<file path="src/rtl/region_pkg.sv">
package region_pkg;

  typedef enum logic [2:0] {
    RGN_NONE = 3'd0,
    RGN_RAM  = 3'd1,
    RGN_ROM  = 3'd2,
    RGN_IO   = 3'd3,
    RGN_CTL  = 3'd4
  } region_e;

  typedef enum logic [1:0] {
    SZ_BYTE = 2'd0,
    SZ_HALF = 2'd1,
    SZ_WORD = 2'd2,
    SZ_RSVD = 2'd3
  } size_e;

endpackage

</file>
<file path="src/rtl/region_classify.sv">
module region_classify
  import region_pkg::*;
#(
  parameter int                          PAGE_W    = 16,
  parameter int                          OFS_W     = 13,
  parameter int                          NUM_SEG   = 3,
  parameter logic [NUM_SEG*PAGE_W-1:0]   SEG_BASES = {16'hA000, 16'h8000, 16'h0000},
  parameter int                          RAM_PAGES = 128,
  parameter int                          ROM_BASE  = 'h1FC0,
  parameter int                          ROM_PAGES = 8,
  parameter logic [PAGE_W-1:0]           IO_PAGE   = 16'h1F80,
  parameter logic [PAGE_W-1:0]           CTL_PAGE  = 16'hFFFE
) (
  input  logic [PAGE_W-1:0] page,
  output region_e           region,
  output logic              page_zero
);

  localparam int SEG_W = PAGE_W - OFS_W;
  localparam logic [OFS_W-1:0] RAM_LIM = OFS_W'(RAM_PAGES);
  localparam logic [OFS_W-1:0] ROM_LO  = OFS_W'(ROM_BASE);
  localparam logic [OFS_W-1:0] ROM_HI  = OFS_W'(ROM_BASE + ROM_PAGES);

  logic [NUM_SEG-1:0] seg_hit;
  logic [OFS_W-1:0]   ofs;
  logic               in_seg;
  logic               ram_ofs;
  logic               rom_ofs;

  assign ofs = page[OFS_W-1:0];

  // one comparator per mirror segment
  for (genvar s = 0; s < NUM_SEG; s++) begin : g_seg
    localparam logic [PAGE_W-1:0] BASE = SEG_BASES[s*PAGE_W +: PAGE_W];
    localparam logic [SEG_W-1:0]  TOPB = BASE[PAGE_W-1:OFS_W];
    assign seg_hit[s] = (page[PAGE_W-1:OFS_W] == TOPB);
  end

  assign in_seg  = |seg_hit;
  assign ram_ofs = (ofs < RAM_LIM);
  assign rom_ofs = (ofs >= ROM_LO) && (ofs < ROM_HI);

  always_comb begin
    if (page == IO_PAGE)           region = RGN_IO;
    else if (page == CTL_PAGE)     region = RGN_CTL;
    else if (in_seg && ram_ofs)    region = RGN_RAM;
    else if (in_seg && rom_ofs)    region = RGN_ROM;
    else                           region = RGN_NONE;
  end

  assign page_zero = (page == '0);

endmodule

</file>
<file path="src/rtl/protect_reg.sv">
module protect_reg #(
  parameter int                DATA_W = 32,
  parameter logic [DATA_W-1:0] SET_A  = 32'h0000_0800,
  parameter logic [DATA_W-1:0] SET_B  = 32'h0000_0804,
  parameter logic [DATA_W-1:0] CLR_A  = 32'h0000_0000,
  parameter logic [DATA_W-1:0] CLR_B  = 32'h0001_E988
) (
  input  logic              clk,
  input  logic              rst,
  input  logic              upd,
  input  logic [DATA_W-1:0] wdata,
  output logic              flag
);

  logic is_set;
  logic is_clr;

  assign is_set = (wdata == SET_A) || (wdata == SET_B);
  assign is_clr = (wdata == CLR_A) || (wdata == CLR_B);

  always_ff @(posedge clk) begin
    if (rst) begin
      flag <= 1'b0;
    end else if (upd) begin
      if (is_set)      flag <= 1'b1;
      else if (is_clr) flag <= 1'b0;
    end
  end

endmodule

</file>
<file path="src/rtl/access_gate.sv">
module access_gate
  import region_pkg::*;
(
  input  logic    valid,
  input  logic    write,
  input  size_e   size,
  input  region_e region,
  input  logic    page_zero,
  input  logic    prot,
  output logic    sel_ram,
  output logic    sel_rom,
  output logic    sel_io,
  output logic    sel_ctl,
  output logic    sel_none,
  output logic    ram_wr_en
);

  logic is_word;
  logic blocked;

  assign is_word = (size == SZ_WORD);
  assign blocked = prot && page_zero && is_word;

  always_comb begin
    sel_ram   = 1'b0;
    sel_rom   = 1'b0;
    sel_io    = 1'b0;
    sel_ctl   = 1'b0;
    sel_none  = 1'b0;
    ram_wr_en = 1'b0;
    if (valid) begin
      unique case (region)
        RGN_RAM: begin
          sel_ram   = 1'b1;
          ram_wr_en = write && !blocked;
        end
        RGN_ROM: sel_rom = !write;
        RGN_IO:  sel_io  = 1'b1;
        RGN_CTL: begin
          if (write && is_word) sel_ctl  = 1'b1;
          else                  sel_none = 1'b1;
        end
        default: sel_none = 1'b1;
      endcase
    end
  end

endmodule

</file>
<file path="src/rtl/addr_region_decode.sv">
module addr_region_decode
  import region_pkg::*;
#(
  parameter int                        ADDR_W    = 32,
  parameter int                        DATA_W    = 32,
  parameter int                        PAGE_W    = 16,
  parameter int                        OFS_W     = 13,
  parameter int                        NUM_SEG   = 3,
  parameter logic [NUM_SEG*PAGE_W-1:0] SEG_BASES = {16'hA000, 16'h8000, 16'h0000},
  parameter int                        RAM_PAGES = 128,
  parameter int                        ROM_BASE  = 'h1FC0,
  parameter int                        ROM_PAGES = 8,
  parameter logic [PAGE_W-1:0]         IO_PAGE   = 16'h1F80,
  parameter logic [ADDR_W-1:0]         CTL_ADDR  = 32'hFFFE_0130,
  parameter logic [DATA_W-1:0]         SET_A     = 32'h0000_0800,
  parameter logic [DATA_W-1:0]         SET_B     = 32'h0000_0804,
  parameter logic [DATA_W-1:0]         CLR_A     = 32'h0000_0000,
  parameter logic [DATA_W-1:0]         CLR_B     = 32'h0001_E988
) (
  input  logic              clk,
  input  logic              rst,
  input  logic              bus_valid,
  input  logic              bus_write,
  input  logic [1:0]        bus_size,
  input  logic [ADDR_W-1:0] bus_addr,
  input  logic [DATA_W-1:0] bus_wdata,
  output logic              sel_ram,
  output logic              sel_rom,
  output logic              sel_io,
  output logic              sel_ctl,
  output logic              sel_none,
  output logic              ram_wr_en,
  output logic              read_zero,
  output logic              ram_protected
);

  localparam logic [PAGE_W-1:0] CTL_PAGE = CTL_ADDR[ADDR_W-1:ADDR_W-PAGE_W];

  logic [PAGE_W-1:0] page;
  region_e           region;
  logic              page_zero;
  size_e             size;
  logic              ctl_upd;

  assign page = bus_addr[ADDR_W-1:ADDR_W-PAGE_W];
  assign size = size_e'(bus_size);

  region_classify #(
    .PAGE_W   (PAGE_W),
    .OFS_W    (OFS_W),
    .NUM_SEG  (NUM_SEG),
    .SEG_BASES(SEG_BASES),
    .RAM_PAGES(RAM_PAGES),
    .ROM_BASE (ROM_BASE),
    .ROM_PAGES(ROM_PAGES),
    .IO_PAGE  (IO_PAGE),
    .CTL_PAGE (CTL_PAGE)
  ) i_classify (
    .page     (page),
    .region   (region),
    .page_zero(page_zero)
  );

  // only a full-word store to the exact control word may touch the flag
  assign ctl_upd = bus_valid && bus_write && (size == SZ_WORD) && (bus_addr == CTL_ADDR);

  protect_reg #(
    .DATA_W(DATA_W),
    .SET_A (SET_A),
    .SET_B (SET_B),
    .CLR_A (CLR_A),
    .CLR_B (CLR_B)
  ) i_protect (
    .clk  (clk),
    .rst  (rst),
    .upd  (ctl_upd),
    .wdata(bus_wdata),
    .flag (ram_protected)
  );

  access_gate i_gate (
    .valid    (bus_valid),
    .write    (bus_write),
    .size     (size),
    .region   (region),
    .page_zero(page_zero),
    .prot     (ram_protected),
    .sel_ram  (sel_ram),
    .sel_rom  (sel_rom),
    .sel_io   (sel_io),
    .sel_ctl  (sel_ctl),
    .sel_none (sel_none),
    .ram_wr_en(ram_wr_en)
  );

  assign read_zero = sel_none && !bus_write;

endmodule

</file>
<file path="config.mk">
export PLATFORM = sky130hd
export DESIGN_NAME = addr_region_decode
export DESIGN_NICKNAME = d
export VERILOG_FILES = /design/src/rtl/region_pkg.sv /design/src/rtl/region_classify.sv /design/src/rtl/protect_reg.sv /design/src/rtl/access_gate.sv /design/src/rtl/addr_region_decode.sv
export SDC_FILE = /design/constraint.sdc
export NUM_CORES = 1
export LEC_CHECK = 0
export ABC_AREA = 0
export BUFFER_PORTS_ARGS = -buffer_cell sky130_fd_sc_hd__buf_2
export CELL_PAD_IN_SITES_DETAIL_PLACEMENT = 1
export CELL_PAD_IN_SITES_GLOBAL_PLACEMENT = 1
export CORE_AREA = 2 2 59 61
export DETAILED_ROUTE_END_ITERATION = 8
export DIE_AREA = 0 0 61 63
export HOLD_SLACK_MARGIN = 0.06
export PLACE_DENSITY = 0.8
export SKIP_LAST_GASP = 1
export SLEW_MARGIN = 20
export SYNTH_ARGS = -nofsm -noshare
export SYNTH_HDL_FRONTEND = slang
export SYNTH_SLANG_ARGS = --single-unit
</file>
<file path="constraint.sdc">
create_clock -name clk -period 2.7 [get_ports clk]
set_input_delay 0.675 -clock clk [delete_from_list [all_inputs] [get_ports clk]]
set_output_delay 0.675 -clock clk [all_outputs]
set_load 0.05 [all_outputs]
</file>
# Word-level counts from Yosys, hierarchy flattened
# Cells that the tools add are included.
dict set report totals {
  reg_bits 1
  in_bits 70
  output_inout_bits 8
  wordCells 59
}
dict set report classes {
  order_cmp 3
  eq_ne 13
  n_mux 20
  reduce_logical 22
}
# operator n
set op_table {}
lappend op_table {{$eq 32x12->1 const B} 2}
lappend op_table {{$eq 32x17->1 const B} 1}
lappend op_table {{$eq 32x32->1 const B} 1}
lappend op_table {{$logic_not 32->1} 1}
lappend op_table {{$eq 16x13->1 const B} 1}
lappend op_table {{$eq 16x16->1 const B} 1}
lappend op_table {{$logic_not 16->1} 1}
lappend op_table {{$mux 1} 15}
lappend op_table {{$ge 13x13->1 const B} 1}
lappend op_table {{$lt 13x13->1 const B} 1}
lappend op_table {{$lt 13x8->1 const B} 1}
lappend op_table {{$logic_and 1x1->1} 11}
lappend op_table {{$eq 3x3->1 const B} 3}
lappend op_table {{$mux 3} 3}
lappend op_table {{$eq 3x2->1 const B} 2}
lappend op_table {{$reduce_or 3->1} 2}
lappend op_table {{$eq 3x1->1 const B} 1}
lappend op_table {{$logic_not 3->1} 1}
lappend op_table {{$eq 2x2->1 const B} 1}
lappend op_table {{$logic_not 1->1} 2}
lappend op_table {{$logic_or 1x1->1} 2}
lappend op_table {{$mux 2} 1}
lappend op_table {{$pmux 1 s2} 1}
lappend op_table {{$reduce_and 2->1} 1}
lappend op_table {{$reduce_bool 2->1} 1}

# Logic depth before layout (Yosys ltp)
dict set report logic_depth {
  word_depth 12
  ltp_mapped 5
  depth_no_buf 5
}

# Hierarchy
# Synthesis repeated with hierarchy kept, for this count alone.
dict set report hier_totals {
  cells_unflattened 73
  area_unflattened_um2 495.5
}
# mod instances cells_per_inst area_per_inst_um2 seq_area_each_um2
set by_module_without_submodules {}
lappend by_module_without_submodules {protect_reg 1 21 163.9 20.0}
lappend by_module_without_submodules {region_classify 1 23 140.1 0.0}
lappend by_module_without_submodules {addr_region_decode 1 15 102.6 0.0}
lappend by_module_without_submodules {access_gate 1 14 88.8 0.0}

# Worst setup path before layout
# Ideal clock, no wire load.
dict set report synth_timing {
  path_type {input -> output}
  start {input port bus_addr[24]}
  end {output port ram_wr_en}
  arrival_ps 2581
  t_required_ps 2025
  setup_slack_ps -556
  stages 4
  path_buffers 0
  path_cell_list {or4_2 nor3_1 and4_1 o311a_1}
}
dict set report synth_via {
  elab_chain_cells 10
  word_cells_on_any_way 20
  classes_between {3 x order compare; 3 x eq/ne; 6 x mux; 8 x reduce/logical}
}
# element line
set synth_lines {}
lappend synth_lines {{from (decl)} addr_region_decode.sv:25} ;# input logic [ADDR_W-1:0] bus_addr,
lappend synth_lines {{$ge 13x13->1 / $lt 13x13->1 (equally long branches)} region_classify.sv:41} ;# assign rom_ofs = (ofs >= ROM_LO) && (ofs < ROM_HI);
lappend synth_lines {{$logic_and 1x1->1} region_classify.sv:41}
lappend synth_lines {{$logic_and 1x1->1} region_classify.sv:47} ;# else if (in_seg && rom_ofs) region = RGN_ROM;
lappend synth_lines {{$mux 2} region_classify.sv:47}
lappend synth_lines {{$mux 3} region_classify.sv:46} ;# else if (in_seg && ram_ofs) region = RGN_RAM;
lappend synth_lines {{$mux 3} region_classify.sv:45} ;# else if (page == CTL_PAGE) region = RGN_CTL;
lappend synth_lines {{$mux 3} region_classify.sv:44} ;# if (page == IO_PAGE) region = RGN_IO;
lappend synth_lines {{$eq 3x1->1} access_gate.sv:32} ;# unique case (region)
lappend synth_lines {{$mux 1 (*)} access_gate.sv:32}
lappend synth_lines {{$mux 1 (*)} access_gate.sv:31} ;# if (valid) begin
lappend synth_lines {{to (decl)} addr_region_decode.sv:32} ;# output logic ram_wr_en,
# Mark *: on every way between the ends. The rest lies on a longest branch, timed or not.

# Worst setup path after layout
dict set report layout_timing {
  start {input port bus_addr[16]}
  end {output port read_zero}
}
dict set report layout_via {
  elab_chain_cells 12
  word_cells_on_any_way 20
  classes_between {3 x order compare; 6 x eq/ne; 6 x mux; 5 x reduce/logical}
}
# element line
set layout_lines {}
lappend layout_lines {{$ge 13x13->1 / $lt 13x13->1 (equally long branches)} region_classify.sv:41}
lappend layout_lines {{$logic_and 1x1->1} region_classify.sv:41}
lappend layout_lines {{$logic_and 1x1->1} region_classify.sv:47}
lappend layout_lines {{$mux 2} region_classify.sv:47}
lappend layout_lines {{$mux 3} region_classify.sv:46}
lappend layout_lines {{$mux 3} region_classify.sv:45}
lappend layout_lines {{$mux 3 (*)} region_classify.sv:44}
lappend layout_lines {{$eq 3x2->1 / $eq 3x1->1 (equally long branches)} access_gate.sv:32}
lappend layout_lines {{$reduce_or 3->1 (no line)} -}
lappend layout_lines {{$pmux 1 s2 (*)} access_gate.sv:32}
lappend layout_lines {{$mux 1 (*)} access_gate.sv:31}
lappend layout_lines {{$logic_and 1x1->1 (*)} addr_region_decode.sv:96} ;# assign read_zero = sel_none && !bus_write;
lappend layout_lines {{to (decl)} addr_region_decode.sv:33} ;# output logic read_zero,
# Marks and branches as above.

==> flow_metrics.env <==
export IMPL_finish_utilization=0.3372
export IMPL_overflow=0
export IMPL_ios=78
export IMPL_max_flop_register="i_protect.flag"
export IMPL_fillCellCount=430
export IMPL_largest_register_ff_count=1
export IMPL_drv_cap=0
export IMPL_preCtsSetupSlack_ps=-285.4
export IMPL_finalWirelength_um=2155
export IMPL_relSlewSlack=0.8097
export IMPL_rsz0062_at_grt="true"
export IMPL_clk_pin_slew_ps=0
export IMPL_drcViolationCount=0
export IMPL_synth_seq_area_share=0.05016
export IMPL_p_seq_frac=0.128
export IMPL_worstRegToRegCells=2
export IMPL_grt_pass1_vias=938
export IMPL_cp_slowest_stage_delay_ps=500
export IMPL_track_usage=0.1162
export IMPL_grt_pass1_wl_um=3663
export IMPL_antenna_found_initial=0
export IMPL_core_mm2=0.003232
export IMPL_nets=229
export IMPL_final_layout_size_suffix_gt1_frac=0.6879
export IMPL_violations="setup timing"
export IMPL_power_density_mw_per_mm2=108.1
export IMPL_crit_type="in2out"
export IMPL_skew_ps=0
export IMPL_rows=21
export IMPL_firstDrtPassIters=4
export IMPL_postRouteAntennaNets=0
export IMPL_r2r_start="i_protect.flag$_SDFFE_PP0P_"
export IMPL_finalCritPeriodShare=1.019
export IMPL_diodes=0
export IMPL_layout_min_cycle_time_ps=2752
export IMPL_leakage_nw=0.5247
export IMPL_synth_cell_types=26
export IMPL_power_share_combinational=0.872
export IMPL_pwr_share_clk=0
export IMPL_die_h_um=63
export IMPL_yosysTopAreaCell="nor4_1"
export IMPL_holdCritPathClass="reg2reg"
export IMPL_internal_power_mw=0.07644
export IMPL_area_delta_synth_final_pct=173.0
export IMPL_synth_warnings=0
export IMPL_crit_arrival_ps=2080
export IMPL_cp_slowest_cell="or4_4"
export IMPL_rrSetupSlack_ps=2060
export IMPL_drtIter0Drc=16
export IMPL_swShare=0.3513
export IMPL_initial_core_util=0.1235
export IMPL_worst_path_max_fanout=2
export IMPL_final_cell_mix="buf_2 (70), buf_4 (18), nor4_1 (9)"
export IMPL_dr_total_vias=891
export IMPL_routabilityCongestion=0.8268
export IMPL_outcome="finished, violations left"
export IMPL_place_port_buffers=77
export IMPL_holdWs_ps=521.0
export IMPL_fp_dieW_um=61
export IMPL_slew_viol_final=0
export IMPL_max_freq_mhz=363.4
export IMPL_worst_slack_ps=-51.60
export IMPL_path_cells="buf_2 > and4b_1 > nand4_1 > or4_4 > and4_4 > nor2b_4 > buf_6"
export IMPL_clock_latency_ps=0
export IMPL_ctsHoldBuffers=0
export IMPL_syn_area_per_cell_um2=6.438
export IMPL_p_sw_mw=0.04140
export IMPL_synth_area_leaders="nor4_1 (17%), nand4_1 (13%), nor4b_1 (6.6%), nand2_1 (5.6%), or4_1 (5.6%)"
export IMPL_synth_top_area_share=0.1724
export IMPL_dp_hpwl_um=2030
export IMPL_worstHoldStart="i_protect.flag$_SDFFE_PP0P_"
export IMPL_reg_top3="i_protect.flag (1)"
export IMPL_r2r_end="i_protect.flag$_SDFFE_PP0P_"
export IMPL_hold_end="i_protect.flag$_SDFFE_PP0P_"
export IMPL_via_per_inst=4.389
export IMPL_netlist_instances=62
export IMPL_cp_data_required_time_ps=2030
export IMPL_dieArea_mm2=0.003843
export IMPL_syn_nets=132
export IMPL_startpoint="bus_addr[16]"
export IMPL_final_hold_violation_count=0
export IMPL_grt_max_degree=6
export IMPL_critPathLaunchType="primary input"
export IMPL_syn_area_um2=399.1
export IMPL_tightest_slew_ps=281.5
export IMPL_max_vdd_ir_drop_v=0.00003293
export IMPL_ys_ff_latch=1
export IMPL_power_mw=0.1178
export IMPL_hold_depth=2
export IMPL_layout_commonest_cell="buf_2"
export IMPL_finalSetupViolCount=2
export IMPL_endpoint_kind="output pin"
export IMPL_post_drt_wl_per_cell_um=10.62
[worst max path at each step]
stage,endpoint,slack (ps)
after global placement,ram_wr_en,-270
after CTS,ram_wr_en,-60
final,read_zero,-50
after floorplan,ram_wr_en,-430
after global routing,read_zero,-100
after detailed placement,ram_wr_en,-290
[area by class of cell]
class | count | area (µm²) | share of cell area
multi-input combinational | 58 | 432.9 | 0.3972
timing repair buffer | 95 | 568.0 | 0.5212
tap | 46 | 57.56 | 0.05281
inverter | 3 | 11.26 | 0.01033
sequential | 1 | 20.02 | 0.01837
[power groups by stage]
stage	Sequential (mW)	Clock [mW]	Combinational, mW
floorplan	0.0151	0	0.0225
global placement	0.0151	0	0.0932
detailed placement	0.0151	0	0.0957
CTS	0.0151	0	0.101
global route	0.0151	0	0.114
finish	0.0151	0	0.103
[cells in the mapped netlist]
master / number
a21oi_1: 1
and4_1: 1
and4_2: 1
and4b_1: 1
dfxtp_1: 1
inv_1: 3
nand2_1: 6
nand2b_1: 1
nand3_1: 2
nand3b_1: 1
nand4_1: 8
nor2_1: 3
nor2b_1: 2
nor3_1: 3
nor3b_1: 1
nor4_1: 11
nor4b_1: 3
o21ai_0: 2
o21bai_1: 1
o311a_1: 1
or2_1: 1
or3_1: 2
or3_2: 1
or4_1: 3
or4_2: 1
or4_4: 1
[kinds of logic (layout without fill, tap and decap cells)]
family          after synthesis  in the layout  share of synthesized area
flops                         1              1                    0.05016
compound gates                5              5                    0.08150
simple gates                 53             53                     0.8402
buf+inv                       3             98                    0.02821
[metrics by stage]
stage / area, µm² / instances / TNS, ps
floorplan: 422.9 / 62 / -430.4
detailed placement: 985.9 / 201 / -1042
CTS: 1060 / 203 / -109.0
global placement: 985.9 / 201 / -949.3
finish: 1090 / 203 / -55.22
global route: 1090 / 203 / -188.8
[metal layers]
metal,GRT usage,vias up,part of all wire
met5,0,-,0
met4,0,0,0
met3,0.01449,0,0.082
met2,0.2473,41,0.58
met1,0.1184,398,0.34
li1,-,452,-
[worst max-delay path: cells and delay by family]
| family | cells | cell delay [ps] |
|---|---|---|
| and+or+nand+nor | 5 | 1160 |
| buffers and inverters | 2 | 240 |
[repair_timing]
item / CTS / global route
buffers inserted: 2 / 0
pin swaps: 9 / 5
endpoints found under the setup margin: 6 / 6
endpoints found under the hold margin: 0 / 0
gates resized for setup: 15 / 6
Power figures use the tool's default switching activity.
